--- config.mk ---
export PLATFORM = sky130hd
export DESIGN_NAME = cmp_chg_irq
export DESIGN_NICKNAME = d
export VERILOG_FILES = /design/src/rtl/cmp_chg_pkg.sv /design/src/rtl/cmp_chg_sync.sv /design/src/rtl/cmp_chg_chan.sv /design/src/rtl/cmp_chg_req.sv /design/src/rtl/cmp_chg_irq.sv
export SDC_FILE = /design/constraint.sdc
export NUM_CORES = 1
export LEC_CHECK = 0
export BUFFER_PORTS_ARGS = -buffer_cell sky130_fd_sc_hd__buf_2
export CORE_MARGIN = 5
export CORE_UTILIZATION = 30
export CTS_CLUSTER_DIAMETER = 30
export DETAILED_ROUTE_END_ITERATION = 8
export PLACE_DENSITY_LB_ADDON = 0.1
export SLEW_MARGIN = 20
export SYNTH_ARGS = -nofsm -noshare
export SYNTH_HDL_FRONTEND = slang
export SYNTH_SLANG_ARGS = --single-unit
--- constraint.sdc ---
create_clock -name clk -period 0.8 [get_ports clk]
set_input_delay 0.04 -clock clk [delete_from_list [all_inputs] [get_ports clk]]
set_output_delay 0.04 -clock clk [all_outputs]
set_load 0.02 [all_outputs]
--- src/rtl/cmp_chg_pkg.sv ---
package cmp_chg_pkg;
  parameter int unsigned DEF_NCH    = 2;
  parameter int unsigned DEF_STAGES = 2;

  typedef struct packed {
    logic ref_lvl;
    logic flag;
    logic mis;
  } chan_st_t;
endpackage

--- src/rtl/cmp_chg_sync.sv ---
module cmp_chg_sync #(
  parameter int unsigned W      = 2,
  parameter int unsigned STAGES = 2
) (
  input  logic         clk,
  input  logic         rst,
  input  logic [W-1:0] d,
  output logic [W-1:0] q
);
  logic [W-1:0] stg [STAGES];

  for (genvar g = 0; g < STAGES; g++) begin : g_stage
    if (g == 0) begin : g_first
      always_ff @(posedge clk) begin
        if (rst) stg[g] <= '0;
        else     stg[g] <= d;
      end
    end else begin : g_rest
      always_ff @(posedge clk) begin
        if (rst) stg[g] <= '0;
        else     stg[g] <= stg[g-1];
      end
    end
  end

  assign q = stg[STAGES-1];
endmodule

--- src/rtl/cmp_chg_chan.sv ---
module cmp_chg_chan
  import cmp_chg_pkg::*;
(
  input  logic     clk,
  input  logic     rst,
  input  logic     lvl,
  input  logic     smp_stb,
  input  logic     ctl_acc,
  input  logic     flg_wr,
  input  logic     flg_wd,
  output chan_st_t st
);
  logic samp_q, ref_q, flag_q, flag_d, mis;

  assign mis = ref_q ^ samp_q;

  always_comb begin
    flag_d = flag_q;
    if (flg_wr) flag_d = flg_wd;
    if (mis)    flag_d = 1'b1;
  end

  always_ff @(posedge clk) begin
    if (rst) begin
      samp_q <= 1'b0;
      ref_q  <= 1'b0;
      flag_q <= 1'b0;
    end else begin
      if (smp_stb) samp_q <= lvl;
      if (ctl_acc) ref_q  <= smp_stb ? lvl : samp_q;
      flag_q <= flag_d;
    end
  end

  assign st = '{ref_lvl: ref_q, flag: flag_q, mis: mis};
endmodule

--- src/rtl/cmp_chg_req.sv ---
module cmp_chg_req #(
  parameter int unsigned NCH = 2
) (
  input  logic           clk,
  input  logic           rst,
  input  logic [NCH-1:0] flag,
  input  logic [NCH-1:0] ch_en,
  input  logic           periph_en,
  input  logic           global_en,
  output logic           irq
);
  logic any_on;
  assign any_on = |(flag & ch_en);

  always_ff @(posedge clk) begin
    if (rst) irq <= 1'b0;
    else     irq <= any_on & periph_en & global_en;
  end
endmodule

--- src/rtl/cmp_chg_irq.sv ---
module cmp_chg_irq
  import cmp_chg_pkg::*;
#(
  parameter int unsigned NCH    = DEF_NCH,
  parameter int unsigned STAGES = DEF_STAGES
) (
  input  logic           clk,
  input  logic           rst,
  input  logic [NCH-1:0] cmp_async,
  input  logic           smp_stb,
  input  logic           ctl_rd,
  input  logic           ctl_wr,
  input  logic           flg_wr,
  input  logic [NCH-1:0] flg_wdata,
  input  logic [NCH-1:0] ch_en,
  input  logic           periph_en,
  input  logic           global_en,
  output logic [NCH-1:0] ctl_level,
  output logic [NCH-1:0] flag,
  output logic           irq
);
  logic [NCH-1:0] lvl_sync;
  logic [NCH-1:0] mis_vec;
  logic           ctl_acc;
  chan_st_t       ch_st [NCH];

  assign ctl_acc = ctl_rd | ctl_wr;

  cmp_chg_sync #(.W(NCH), .STAGES(STAGES)) u_sync (
    .clk(clk), .rst(rst), .d(cmp_async), .q(lvl_sync)
  );

  for (genvar i = 0; i < NCH; i++) begin : g_ch
    cmp_chg_chan u_ch (
      .clk(clk), .rst(rst), .lvl(lvl_sync[i]), .smp_stb(smp_stb),
      .ctl_acc(ctl_acc), .flg_wr(flg_wr), .flg_wd(flg_wdata[i]),
      .st(ch_st[i])
    );
    assign ctl_level[i] = ch_st[i].ref_lvl;
    assign flag[i]      = ch_st[i].flag;
    assign mis_vec[i]   = ch_st[i].mis;
  end

  cmp_chg_req #(.NCH(NCH)) u_req (
    .clk(clk), .rst(rst), .flag(flag), .ch_en(ch_en),
    .periph_en(periph_en), .global_en(global_en), .irq(irq)
  );
endmodule

==> impl_metrics.prom, run 1 <==
# TYPE chip_impl_metric gauge
chip_impl_info{name="status",value="finished, final reports clean"} 1
chip_impl_info{name="critPathCaptureType",value="primary output"} 1
chip_impl_info{name="timing.setup.critical_path_class",value="flip-flop to primary output"} 1
chip_impl_info{name="cts-root-buf",value="sky130_fd_sc_hd__clkbuf_4"} 1
chip_impl_metric{name="io_pins",unit=""} 19
chip_impl_metric{name="post_synthesis_share_of_cell_area_spent_on_full_adders_half_adders_and_majority_gates",unit=""} 0
chip_impl_metric{name="avgSynthCellArea",unit="um2"} 10.6
chip_impl_info{name="yosysTopAreaCell",value="sky130_fd_sc_hd__dfxtp_1"} 1
chip_impl_metric{name="clock-sinks",unit=""} 11
chip_impl_info{name="min-delay-path-class",value="input pin to flip-flop"} 1
chip_impl_metric{name="muxShareOfSynthArea",unit=""} 0.0994
chip_impl_metric{name="die_h",unit="um"} 46.6
chip_impl_metric{name="final_hold_vios",unit=""} 0
chip_impl_metric{name="synth.lib_cells_used.distinct",unit=""} 13
chip_impl_metric{name="synth_nets",unit=""} 52
chip_impl_metric{name="gp_congestion",unit=""} 0.733
chip_impl_info{name="netlist_top_cells_area",value="sky130_fd_sc_hd__dfxtp_1, sky130_fd_sc_hd__mux2i_1, sky130_fd_sc_hd__buf_4"} 1
chip_impl_metric{name="drt_wl_total",unit="um"} 728
chip_impl_metric{name="firstDrtPassIters",unit=""} 2
chip_impl_info{name="crit_chain",value="buf_6"} 1
chip_impl_metric{name="fin_worst_hold_slack",unit="ns"} 0.0104
chip_impl_metric{name="slowest_delay",unit="ns"} 0.36
chip_impl_metric{name="cts_setup_buffers",unit=""} 0
chip_impl_metric{name="remaining_number_of_nets_flagged_by_the_antenna_check_after_routing",unit=""} 0
chip_impl_metric{name="initial_utilization",unit=""} 0.314
chip_impl_metric{name="synth.top_cell.area_share",unit=""} 0.547
chip_impl_metric{name="fraction_of_layout_cells_with_a_size_suffix_above_1",unit=""} 0.448
chip_impl_metric{name="overflow",unit=""} 0
chip_impl_metric{name="p_total",unit="mW"} 1.10
chip_impl_metric{name="grt_util_all_layers",unit=""} 0.0846
chip_impl_metric{name="report.final.slew_viol_count",unit=""} 0
chip_impl_metric{name="io_buffers",unit=""} 18
chip_impl_metric{name="worst-slew-pin-transition",unit="ns"} 0.197
chip_impl_metric{name="seq_area",unit="um2"} 225
chip_impl_metric{name="synthToLayoutAreaGrowth",unit="%"} 39.1
chip_impl_metric{name="drc",unit=""} 0
chip_impl_metric{name="post_synth_inst_count",unit=""} 38
chip_impl_metric{name="vdd_ir_drop_max",unit="V"} 0.00104
chip_impl_metric{name="synth-seq-cells",unit=""} 11
chip_impl_metric{name="critical_path.n_buffers_inverters",unit=""} 1
chip_impl_metric{name="dieWidth",unit="um"} 46.6
chip_impl_info{name="rsz0062_at_grt",value="yes"} 1
chip_impl_metric{name="path_max_fanout",unit=""} 3
chip_impl_info{name="largest_family_of_logic_cells_by_synthesized_area",value="simple AND/OR/NAND/NOR gates"} 1
chip_impl_metric{name="power.static_leakage",unit="nW"} 0.253
chip_impl_metric{name="vias_per_cell",unit=""} 4.23
chip_impl_metric{name="core-area",unit="mm2"} 0.00128
chip_impl_metric{name="grt_first_pass_wirelength",unit="um"} 1260
chip_impl_metric{name="num_vias",unit=""} 309
chip_impl_metric{name="max-cap-violations",unit=""} 0
chip_impl_metric{name="slew-limit-headroom",unit=""} 0.865
chip_impl_metric{name="place_hpwl",unit="um"} 610
chip_impl_metric{name="crit_arrival",unit="ns"} 0.74
chip_impl_metric{name="num-nets-final",unit=""} 73
chip_impl_info{name="post-synth-top-count-cell",value="sky130_fd_sc_hd__dfxtp_1"} 1
chip_impl_info{name="worst_setup_path_start_kind",value="flip-flop"} 1
chip_impl_info{name="synth.cells.most_frequent",value="sky130_fd_sc_hd__dfxtp_1, sky130_fd_sc_hd__buf_4, sky130_fd_sc_hd__mux2i_1, sky130_fd_sc_hd__nor2b_1, sky130_fd_sc_hd__nor3_1"} 1
chip_impl_metric{name="timing.fmax",unit="GHz"} 1.28
chip_impl_metric{name="fin_crit_sh",unit=""} 0.977
chip_impl_metric{name="setup_viol_count_final",unit=""} 0
chip_impl_metric{name="synth_warnings",unit=""} 0
chip_impl_metric{name="cts.reportedPaths.clkPinSlew",unit="ns"} 0.07
chip_impl_metric{name="pin_count_of_the_biggest_net_entering_global_routing",unit=""} 12
chip_impl_metric{name="critical_path_required",unit="ns"} 0.76
chip_impl_metric{name="post_synthesis_compound_gate_area_fraction",unit=""} 0.0807
chip_impl_metric{name="multi_input_area",unit="um2"} 148
chip_impl_metric{name="antenna_cells",unit=""} 0
chip_impl_metric{name="synthesis.area",unit="um2"} 403
chip_impl_metric{name="cellPowerDensity",unit="mW/mm2"} 1970
chip_impl_metric{name="num_rows",unit=""} 13
chip_impl_metric{name="tritoncts.num_buffers",unit=""} 3
chip_impl_metric{name="cts_max_level",unit=""} 1
chip_impl_metric{name="drt-wirelength-per-cell",unit="um"} 9.97
chip_impl_metric{name="totalNegativeSetupSlack",unit="ns"} 0
chip_impl_metric{name="dieArea",unit="mm2"} 0.00218
chip_impl_info{name="cpLargestDelayFamily",value="flip-flops"} 1
chip_impl_metric{name="worst_clock_skew",unit="ns"} 0.00460
chip_impl_info{name="tritoncts",value="done"} 1
chip_impl_metric{name="seq_area_frac_synth",unit=""} 0.547
chip_impl_metric{name="grt_antenna_before_repair",unit=""} 0
chip_impl_metric{name="synth_enable_flop_cells",unit=""} 0
chip_impl_metric{name="synth-async-reset-ratio",unit=""} 0
chip_impl_info{name="crit_slowest_cell",value="sky130_fd_sc_hd__dfxtp_2"} 1
chip_impl_metric{name="initialDrtViolationCount",unit=""} 4
chip_impl_metric{name="layout.filler_cells",unit=""} 135
chip_impl_metric{name="min_period",unit="ns"} 0.782
chip_impl_metric{name="synth_area_in_xor_xnor",unit=""} 0.0435
chip_impl_metric{name="worstSkewPairLatency",unit="ns"} 0.26
chip_impl_metric{name="clock_path_buffers",unit=""} 2
chip_impl_info{name="postSynth.topFlopCell",value="sky130_fd_sc_hd__dfxtp_1"} 1
chip_impl_metric{name="number_of_global_route_vias_before_repair",unit=""} 337
chip_impl_metric{name="synth_simple_gate_area_frac",unit=""} 0.143
-- through the flow --
| stage | cells | setup slack [ns] | instance area [um2] | util |
|---|---|---|---|---|
| after detailed placement | 66 | 0.0478 | 477 | 0.371 |
| after global placement | 66 | 0.107 | 477 | 0.371 |
| after CTS | 73 | 0.00385 | 557 | 0.433 |
| after floorplan | 38 | 0.137 | 403 | - |
| final | 73 | 0.0181 | 561 | 0.436 |
| after global routing | 73 | -0.0162 | 561 | 0.436 |
-- registers in the layout, summed over array words and instances (netlist names) --
signal            cells
u_req.irq             1
g_ch.u_ch.samp_q      2
g_ch.u_ch.ref_q       2
g_ch.u_ch.flag_q      2
u_sync.stg            4
-- final timing paths --
kind,cells past startpoint,startpoint,endpoint,slack [ns]
hold / removal,3,global_en,u_req.irq,0.01
setup / recovery,1,g_ch[0].u_ch.ref_q,ctl_level[0],0.02
hold reg to reg,1,u_sync.stg[0][0],u_sync.stg[1][0],0.44
setup reg to reg,2,g_ch[1].u_ch.samp_q,g_ch[1].u_ch.ref_q,0.05
-- layout by cell type, fill, tap and decap left out, types with 2 or more instances in the layout --
cell,n
sky130_fd_sc_hd__nor2_1,2
sky130_fd_sc_hd__dlygate4sd3_1,3
sky130_fd_sc_hd__mux2i_1,4
sky130_fd_sc_hd__dfxtp_1,7
sky130_fd_sc_hd__buf_2,14
sky130_fd_sc_hd__nor2b_1,4
sky130_fd_sc_hd__dfxtp_2,4
sky130_fd_sc_hd__a21oi_1,2
sky130_fd_sc_hd__buf_6,3
sky130_fd_sc_hd__nor3_1,3
sky130_fd_sc_hd__xnor2_1,2
sky130_fd_sc_hd__a211oi_1,2
sky130_fd_sc_hd__clkbuf_4,3
-- routing by layer --
metal,share of wire,vias to the layer above,global-route usage
met5,0,-,0
met4,0,0,0.0552
met3,0.091,0,0.0352
met2,0.49,11,0.135
met1,0.42,131,0.0909
li1,-,167,-
-- repair_timing --
item	4_1_cts	5_1_grt
hold buffers	3	0
pin swaps	0	0
resized for setup	10	1
hold endpoints to repair	3	0
setup endpoints to repair	4	4
-- area by class of cell --
cell class	count	share of cell area
Clock buffer	3	0.0402
Multi-Input combinational cell	22	0.263
Tap cell	15	0.0335
Timing Repair Buffer	21	0.252
Sequential cell	11	0.402
Clock inverter	1	0.00893
-- tightest hold or removal path, stage by stage --
cell,delay [ns]
sky130_fd_sc_hd__buf_2,0.10
sky130_fd_sc_hd__nand2_1,0.05
sky130_fd_sc_hd__nor3_1,0.03
-- cells by family (layout without fill, tap and decap cells) --
kind of cell,after synthesis,count (layout)
AND/OR/NAND/NOR,11,11
AO/OA/AOI/OAI,5,5
multiplexers,4,4
XOR/XNOR,2,2
flip-flops,11,11
buffers and inverters,5,25
-- power breakdown --
group / internal (mW) / switching, mW
clock: 0.184 / 0.174
combinational: 0.0852 / 0.0641
sequential: 0.578 / 0.0172
No activity file was read; power rests on OpenSTA's default activity.
==> run 2: changes to the inputs <==
--- a/config.mk
+++ b/config.mk
@@ -10,8 +10,9 @@
 export CORE_UTILIZATION = 30
 export CTS_CLUSTER_DIAMETER = 30
 export DETAILED_ROUTE_END_ITERATION = 8
+export HOLD_SLACK_MARGIN = 0.12
 export PLACE_DENSITY_LB_ADDON = 0.1
-export SLEW_MARGIN = 20
+export SLEW_MARGIN = 15
 export SYNTH_ARGS = -nofsm -noshare
 export SYNTH_HDL_FRONTEND = slang
 export SYNTH_SLANG_ARGS = --single-unit
==> run 2 against run 1 <==
Compared with the run above: final cell count increased by 4.1%; setup slack unchanged; clock-buffer cell count is the same; combinational power rose by 7%; non-clock buffer count rose by 3; clock skew unchanged; sequential power is essentially flat; critical path depth unchanged; global-route usage is 0.079 points higher; largest cell class unchanged.
==> impl_metrics.prom, run 2 (synthesis gave the netlist of run 1 again) <==
# TYPE chip_impl_metric gauge
chip_impl_metric{name="fraction_of_layout_cells_with_a_size_suffix_above_1",unit=""} 0.426
chip_impl_metric{name="clock-sinks",unit=""} 11
chip_impl_metric{name="placement.cell_area",unit="um2"} 477
chip_impl_info{name="most_common_cell_after_layout_fill_and_taps_aside",value="sky130_fd_sc_hd__buf_2"} 1
chip_impl_metric{name="drt_wl_total",unit="um"} 749
chip_impl_metric{name="grt_antenna_before_repair",unit=""} 0
chip_impl_info{name="cts-root-buf",value="sky130_fd_sc_hd__clkbuf_4"} 1
chip_impl_metric{name="power.static_leakage",unit="nW"} 0.265
chip_impl_metric{name="fin_crit_sh",unit=""} 0.977
chip_impl_metric{name="io_pins",unit=""} 19
chip_impl_metric{name="cts_max_level",unit=""} 1
chip_impl_metric{name="final_hold_vios",unit=""} 0
chip_impl_metric{name="min_period",unit="ns"} 0.782
chip_impl_metric{name="num_vias",unit=""} 317
chip_impl_metric{name="fin_worst_hold_slack",unit="ns"} 0.0821
chip_impl_metric{name="setup_viol_count_final",unit=""} 0
chip_impl_metric{name="vias_per_cell",unit=""} 4.17
chip_impl_metric{name="max-cap-violations",unit=""} 0
chip_impl_metric{name="initialDrtViolationCount",unit=""} 4
chip_impl_metric{name="io_buffers",unit=""} 18
chip_impl_info{name="tritoncts",value="done"} 1
chip_impl_metric{name="dpl_worst_slack",unit="ns"} 0.0478
chip_impl_metric{name="gp_congestion",unit=""} 0.733
chip_impl_metric{name="number_of_global_route_vias_before_repair",unit=""} 341
chip_impl_metric{name="num-nets-final",unit=""} 76
chip_impl_metric{name="die_h",unit="um"} 46.6
chip_impl_metric{name="cellPowerDensity",unit="mW/mm2"} 1890
chip_impl_metric{name="dieArea",unit="mm2"} 0.00218
chip_impl_metric{name="drt-wirelength-per-cell",unit="um"} 9.86
chip_impl_metric{name="remaining_number_of_nets_flagged_by_the_antenna_check_after_routing",unit=""} 0
chip_impl_metric{name="grt_util_all_layers",unit=""} 0.0854
chip_impl_metric{name="post-route-util",unit=""} 0.460
chip_impl_info{name="rsz0062_at_grt",value="yes"} 1
chip_impl_metric{name="dpl.cell_count",unit=""} 66
chip_impl_info{name="status",value="finished, final reports clean"} 1
chip_impl_metric{name="tritoncts.num_buffers",unit=""} 3
chip_impl_info{name="timing.setup.critical_path_class",value="flip-flop to primary output"} 1
chip_impl_metric{name="final_design_area_no_fill",unit="um2"} 591
chip_impl_metric{name="pin_count_of_the_biggest_net_entering_global_routing",unit=""} 12
chip_impl_metric{name="cts.reportedPaths.clkPinSlew",unit="ns"} 0.07
chip_impl_metric{name="firstDrtPassIters",unit=""} 2
chip_impl_metric{name="clock_path_buffers",unit=""} 2
chip_impl_metric{name="overflow",unit=""} 0
chip_impl_metric{name="path_max_fanout",unit=""} 3
chip_impl_metric{name="fin_cells",unit=""} 76
chip_impl_metric{name="worst-slew-pin-transition",unit="ns"} 0.197
chip_impl_metric{name="final_critical_path_setup_slack",unit="ns"} 0.0181
chip_impl_metric{name="dieWidth",unit="um"} 46.6
chip_impl_metric{name="critical_path.n_buffers_inverters",unit=""} 1
chip_impl_info{name="worst_setup_path_start_kind",value="flip-flop"} 1
chip_impl_info{name="layout_common_cells",value="sky130_fd_sc_hd__buf_2, sky130_fd_sc_hd__dfxtp_1, sky130_fd_sc_hd__dlygate4sd3_1"} 1
chip_impl_info{name="crit_chain",value="buf_6"} 1
chip_impl_metric{name="largest_register_ff_count",unit=""} 4
chip_impl_info{name="min-delay-path-class",value="input pin to flip-flop"} 1
chip_impl_metric{name="slowest_delay",unit="ns"} 0.36
chip_impl_metric{name="totalNegativeSetupSlack",unit="ns"} 0
chip_impl_metric{name="report.final.slew_viol_count",unit=""} 0
chip_impl_metric{name="slew-limit-headroom",unit=""} 0.865
chip_impl_metric{name="place_hpwl",unit="um"} 610
chip_impl_metric{name="crit_arrival",unit="ns"} 0.74
chip_impl_info{name="cpLargestDelayFamily",value="flip-flops"} 1
chip_impl_metric{name="grt_first_pass_wirelength",unit="um"} 1280
chip_impl_metric{name="p_total",unit="mW"} 1.11
chip_impl_metric{name="timing.fmax",unit="GHz"} 1.28
chip_impl_metric{name="worst_clock_skew",unit="ns"} 0.00460
chip_impl_metric{name="critical_path_required",unit="ns"} 0.76
chip_impl_metric{name="drc",unit=""} 0
chip_impl_metric{name="initial_utilization",unit=""} 0.314
chip_impl_metric{name="num_rows",unit=""} 13
chip_impl_metric{name="antenna_cells",unit=""} 0
chip_impl_info{name="largest-register",value="u_sync.stg"} 1
chip_impl_metric{name="worstSkewPairLatency",unit="ns"} 0.26
chip_impl_metric{name="core-area",unit="mm2"} 0.00128
chip_impl_metric{name="synthToLayoutAreaGrowth",unit="%"} 46.6
chip_impl_info{name="critPathCaptureType",value="primary output"} 1
chip_impl_metric{name="vdd_ir_drop_max",unit="V"} 0.00104
chip_impl_info{name="crit_slowest_cell",value="sky130_fd_sc_hd__dfxtp_2"} 1
==> run 2: cell types whose count changed in the layout (fill, tap and decap cells not counted), sizes merged <==
cell / delta
dlygate4sd3: +3
==> run 2: where the power goes <==
| part | leakage [nW] | internal, mW | switching, mW |
|---|---|---|---|
| Combinational | 0.156 | 0.0946 | 0.0657 |
| Clock | 0.0177 | 0.184 | 0.174 |
| Sequential | 0.0918 | 0.578 | 0.0172 |
==> run 2: area by class of cell <==
| cell class | count | area [um2] |
|---|---|---|
| repair buffers | 24 | 171 |
| clock inverters | 1 | 5.00 |
| fillers | 134 | 694 |
| flip-flops and latches | 11 | 225 |
| clock buffers | 3 | 22.5 |
| multi-input cells | 22 | 148 |
| well taps | 15 | 18.8 |
==> run 2: routing by layer <==
layer  GRT usage  vias to the layer above  wire (um)
li1            -                      173          -
met1      0.0932                      133        313
met2       0.135                       11        362
met3      0.0352                        0         72
met4      0.0552                        0          0
met5           0                        -          0
==> run 2: timing repair <==
action,in CTS,in global routing
hold endpoints to repair,11,8
hold buffers,4,2
buffers inserted,0,0
resized for setup,10,1
setup endpoints to repair,4,4
==> run 2: worst paths after layout <==
check	end	depth (start not counted)	startpoint	slack (ns)
min	g_ch[1].u_ch.flag_q	2	rst	0.08
max	ctl_level[0]	1	g_ch[0].u_ch.ref_q	0.02
min reg2reg	u_sync.stg[1][0]	1	u_sync.stg[0][0]	0.44
max reg2reg	g_ch[1].u_ch.ref_q	2	g_ch[1].u_ch.samp_q	0.05
==> run 3: changes to the inputs <==
--- a/config.mk
+++ b/config.mk
@@ -12,6 +12,7 @@
 export DETAILED_ROUTE_END_ITERATION = 8
 export HOLD_SLACK_MARGIN = 0.12
 export PLACE_DENSITY_LB_ADDON = 0.1
+export REMOVE_ABC_BUFFERS = 1
 export SLEW_MARGIN = 15
 export SYNTH_ARGS = -nofsm -noshare
 export SYNTH_HDL_FRONTEND = slang
==> run 3 against run 2 <==
Compared with the run above: clock skew increased by 0.0023 ns; clock power grew 2%; first-iteration DRC count down 100%; critical path type unchanged.
==> impl_metrics.prom, run 3 (synthesis gave the netlist of run 1 again) <==
# TYPE chip_impl_metric gauge
chip_impl_metric{name="report.final.slew_viol_count",unit=""} 0
chip_impl_metric{name="io_buffers",unit=""} 18
chip_impl_metric{name="die_h",unit="um"} 46.6
chip_impl_metric{name="critical_path.n_buffers_inverters",unit=""} 1
chip_impl_metric{name="cts_setup_buffers",unit=""} 0
chip_impl_info{name="cpLargestDelayFamily",value="flip-flops"} 1
chip_impl_metric{name="min_period",unit="ns"} 0.779
chip_impl_info{name="worst_setup_path_start_kind",value="flip-flop"} 1
chip_impl_metric{name="vias_per_cell",unit=""} 4.29
chip_impl_metric{name="timing.fmax",unit="GHz"} 1.28
chip_impl_metric{name="grt_util_all_layers",unit=""} 0.0852
chip_impl_metric{name="dieWidth",unit="um"} 46.6
chip_impl_metric{name="tritoncts.num_buffers",unit=""} 3
chip_impl_metric{name="fin_cells",unit=""} 77
chip_impl_metric{name="firstDrtPassIters",unit=""} 1
chip_impl_metric{name="power.combinational.fraction",unit=""} 0.151
chip_impl_metric{name="fraction_of_power_consumed_by_sequential_logic",unit=""} 0.527
chip_impl_metric{name="critical_path_required",unit="ns"} 0.76
chip_impl_metric{name="power.share.clock",unit=""} 0.322
chip_impl_info{name="layout_common_cells",value="sky130_fd_sc_hd__buf_2, sky130_fd_sc_hd__dlygate4sd3_1, sky130_fd_sc_hd__dfxtp_1"} 1
chip_impl_info{name="largest-register",value="u_sync.stg"} 1
chip_impl_info{name="crit_chain",value="buf_6"} 1
chip_impl_metric{name="place_hpwl",unit="um"} 619
chip_impl_info{name="min-delay-path-class",value="input pin to flip-flop"} 1
chip_impl_metric{name="initialDrtViolationCount",unit=""} 0
chip_impl_info{name="most_common_cell_after_layout_fill_and_taps_aside",value="sky130_fd_sc_hd__buf_2"} 1
chip_impl_metric{name="final_hold_vios",unit=""} 0
chip_impl_metric{name="gp_congestion",unit=""} 0.665
chip_impl_metric{name="path_max_fanout",unit=""} 3
chip_impl_metric{name="grt_antenna_before_repair",unit=""} 0
chip_impl_metric{name="worst_clock_skew",unit="ns"} 0.00694
chip_impl_metric{name="remaining_number_of_nets_flagged_by_the_antenna_check_after_routing",unit=""} 0
chip_impl_metric{name="clock-sinks",unit=""} 11
chip_impl_metric{name="pin_count_of_the_biggest_net_entering_global_routing",unit=""} 12
chip_impl_metric{name="setup_viol_count_final",unit=""} 0
chip_impl_metric{name="power.static_leakage",unit="nW"} 0.268
chip_impl_metric{name="placement.cell_area",unit="um2"} 477
chip_impl_metric{name="cellPowerDensity",unit="mW/mm2"} 1850
chip_impl_metric{name="overflow",unit=""} 0
chip_impl_metric{name="antenna_cells",unit=""} 0
chip_impl_metric{name="num_vias",unit=""} 330
chip_impl_metric{name="dieArea",unit="mm2"} 0.00218
chip_impl_info{name="tritoncts",value="done"} 1
chip_impl_metric{name="num_rows",unit=""} 13
chip_impl_metric{name="layout.filler_cells",unit=""} 131
chip_impl_metric{name="cts_max_level",unit=""} 1
chip_impl_metric{name="vdd_ir_drop_max",unit="V"} 0.000703
chip_impl_metric{name="final_design_area_no_fill",unit="um2"} 613
chip_impl_metric{name="largest_register_ff_count",unit=""} 4
chip_impl_metric{name="cts_hold_repair.buffers",unit=""} 8
chip_impl_metric{name="multi_input_area",unit="um2"} 153
chip_impl_metric{name="num-nets-final",unit=""} 77
chip_impl_metric{name="post-route-util",unit=""} 0.477
chip_impl_metric{name="core-area",unit="mm2"} 0.00128
chip_impl_metric{name="initial_utilization",unit=""} 0.314
chip_impl_metric{name="grt_first_pass_wirelength",unit="um"} 1260
chip_impl_metric{name="drt_wl_total",unit="um"} 845
chip_impl_metric{name="worst-slew-pin-transition",unit="ns"} 0.183
chip_impl_metric{name="net-switching-power",unit="mW"} 0.258
chip_impl_metric{name="drc",unit=""} 0
chip_impl_metric{name="io_pins",unit=""} 19
chip_impl_info{name="rsz0062_at_grt",value="yes"} 1
chip_impl_metric{name="cts.reportedPaths.clkPinSlew",unit="ns"} 0.07
chip_impl_info{name="cts-root-buf",value="sky130_fd_sc_hd__clkbuf_4"} 1
chip_impl_metric{name="dpl.cell_count",unit=""} 66
chip_impl_metric{name="fin_crit_sh",unit=""} 0.974
chip_impl_metric{name="netSwitchingFraction",unit=""} 0.228
chip_impl_metric{name="worstSkewPairLatency",unit="ns"} 0.26
chip_impl_metric{name="synthToLayoutAreaGrowth",unit="%"} 52.2
chip_impl_metric{name="clock_path_buffers",unit=""} 2
chip_impl_info{name="crit_slowest_cell",value="sky130_fd_sc_hd__dfxtp_2"} 1
chip_impl_metric{name="crit_arrival",unit="ns"} 0.74
chip_impl_metric{name="drt-wirelength-per-cell",unit="um"} 11.0
chip_impl_metric{name="totalNegativeSetupSlack",unit="ns"} 0
chip_impl_info{name="timing.setup.critical_path_class",value="flip-flop to primary output"} 1
chip_impl_metric{name="seq_area",unit="um2"} 225
chip_impl_metric{name="fraction_of_layout_cells_with_a_size_suffix_above_1",unit=""} 0.403
chip_impl_metric{name="internal_power",unit="mW"} 0.873
chip_impl_metric{name="max-cap-violations",unit=""} 0
chip_impl_info{name="status",value="finished, final reports clean"} 1
chip_impl_info{name="critPathCaptureType",value="primary output"} 1
chip_impl_metric{name="number_of_global_route_vias_before_repair",unit=""} 341
chip_impl_metric{name="slowest_delay",unit="ns"} 0.36
chip_impl_metric{name="slew-limit-headroom",unit=""} 0.875
## run 3: layout make-up
class	instances	share of cell area
Clock buffer	4	0.0429
Tap cell	15	0.0306
Sequential cell	11	0.367
Timing Repair Buffer	25	0.310
Multi-Input combinational cell	22	0.249
## run 3: worst paths after layout
kind	from	endpoint	slack (ns)	cells after the start
max	g_ch[1].u_ch.ref_q	ctl_level[1]	0.02	1
min reg2reg	u_sync.stg[0][0]	u_sync.stg[1][0]	0.44	1
min	smp_stb	g_ch[1].u_ch.samp_q	0.08	3
max reg2reg	g_ch[1].u_ch.samp_q	g_ch[1].u_ch.ref_q	0.07	2
## run 3: power groups by stage
stage               registers [mW]  clock network, mW  logic [mW]
detailed placement           0.603                  0       0.126
global placement             0.601                  0       0.124
global route                 0.599              0.407       0.185
floorplan                    0.620                  0      0.0423
finish                       0.596              0.365       0.170
CTS                          0.595              0.397       0.167
## run 3: what timing repair did
action,in CTS,in global routing
endpoints found under the hold margin,11,4
setup endpoints to repair,4,7
resized for setup,10,3
## run 3: metal layers
| metal | vias up | routed length [um] | GRT usage | share of wire |
|---|---|---|---|---|
| met1 | 146 | 325 | 0.0766 | 0.38 |
| met4 | 0 | 0 | 0.0497 | 0 |
| met2 | 11 | 446 | 0.157 | 0.53 |
| li1 | 173 | - | - | - |
| met5 | - | 0 | 0 | 0 |
| met3 | 0 | 73 | 0.0352 | 0.086 |
## run 3: through the flow
step	hold slack, ns	power [mW]	worst slack, ns
floorplan	0.109	0.662	-0.00593
global placement	0.252	0.725	0.108
detailed placement	0.253	0.729	0.0785
CTS	0.0721	1.16	0.00240
global route	0.0885	1.19	-0.00749
finish	0.0846	1.13	0.0209
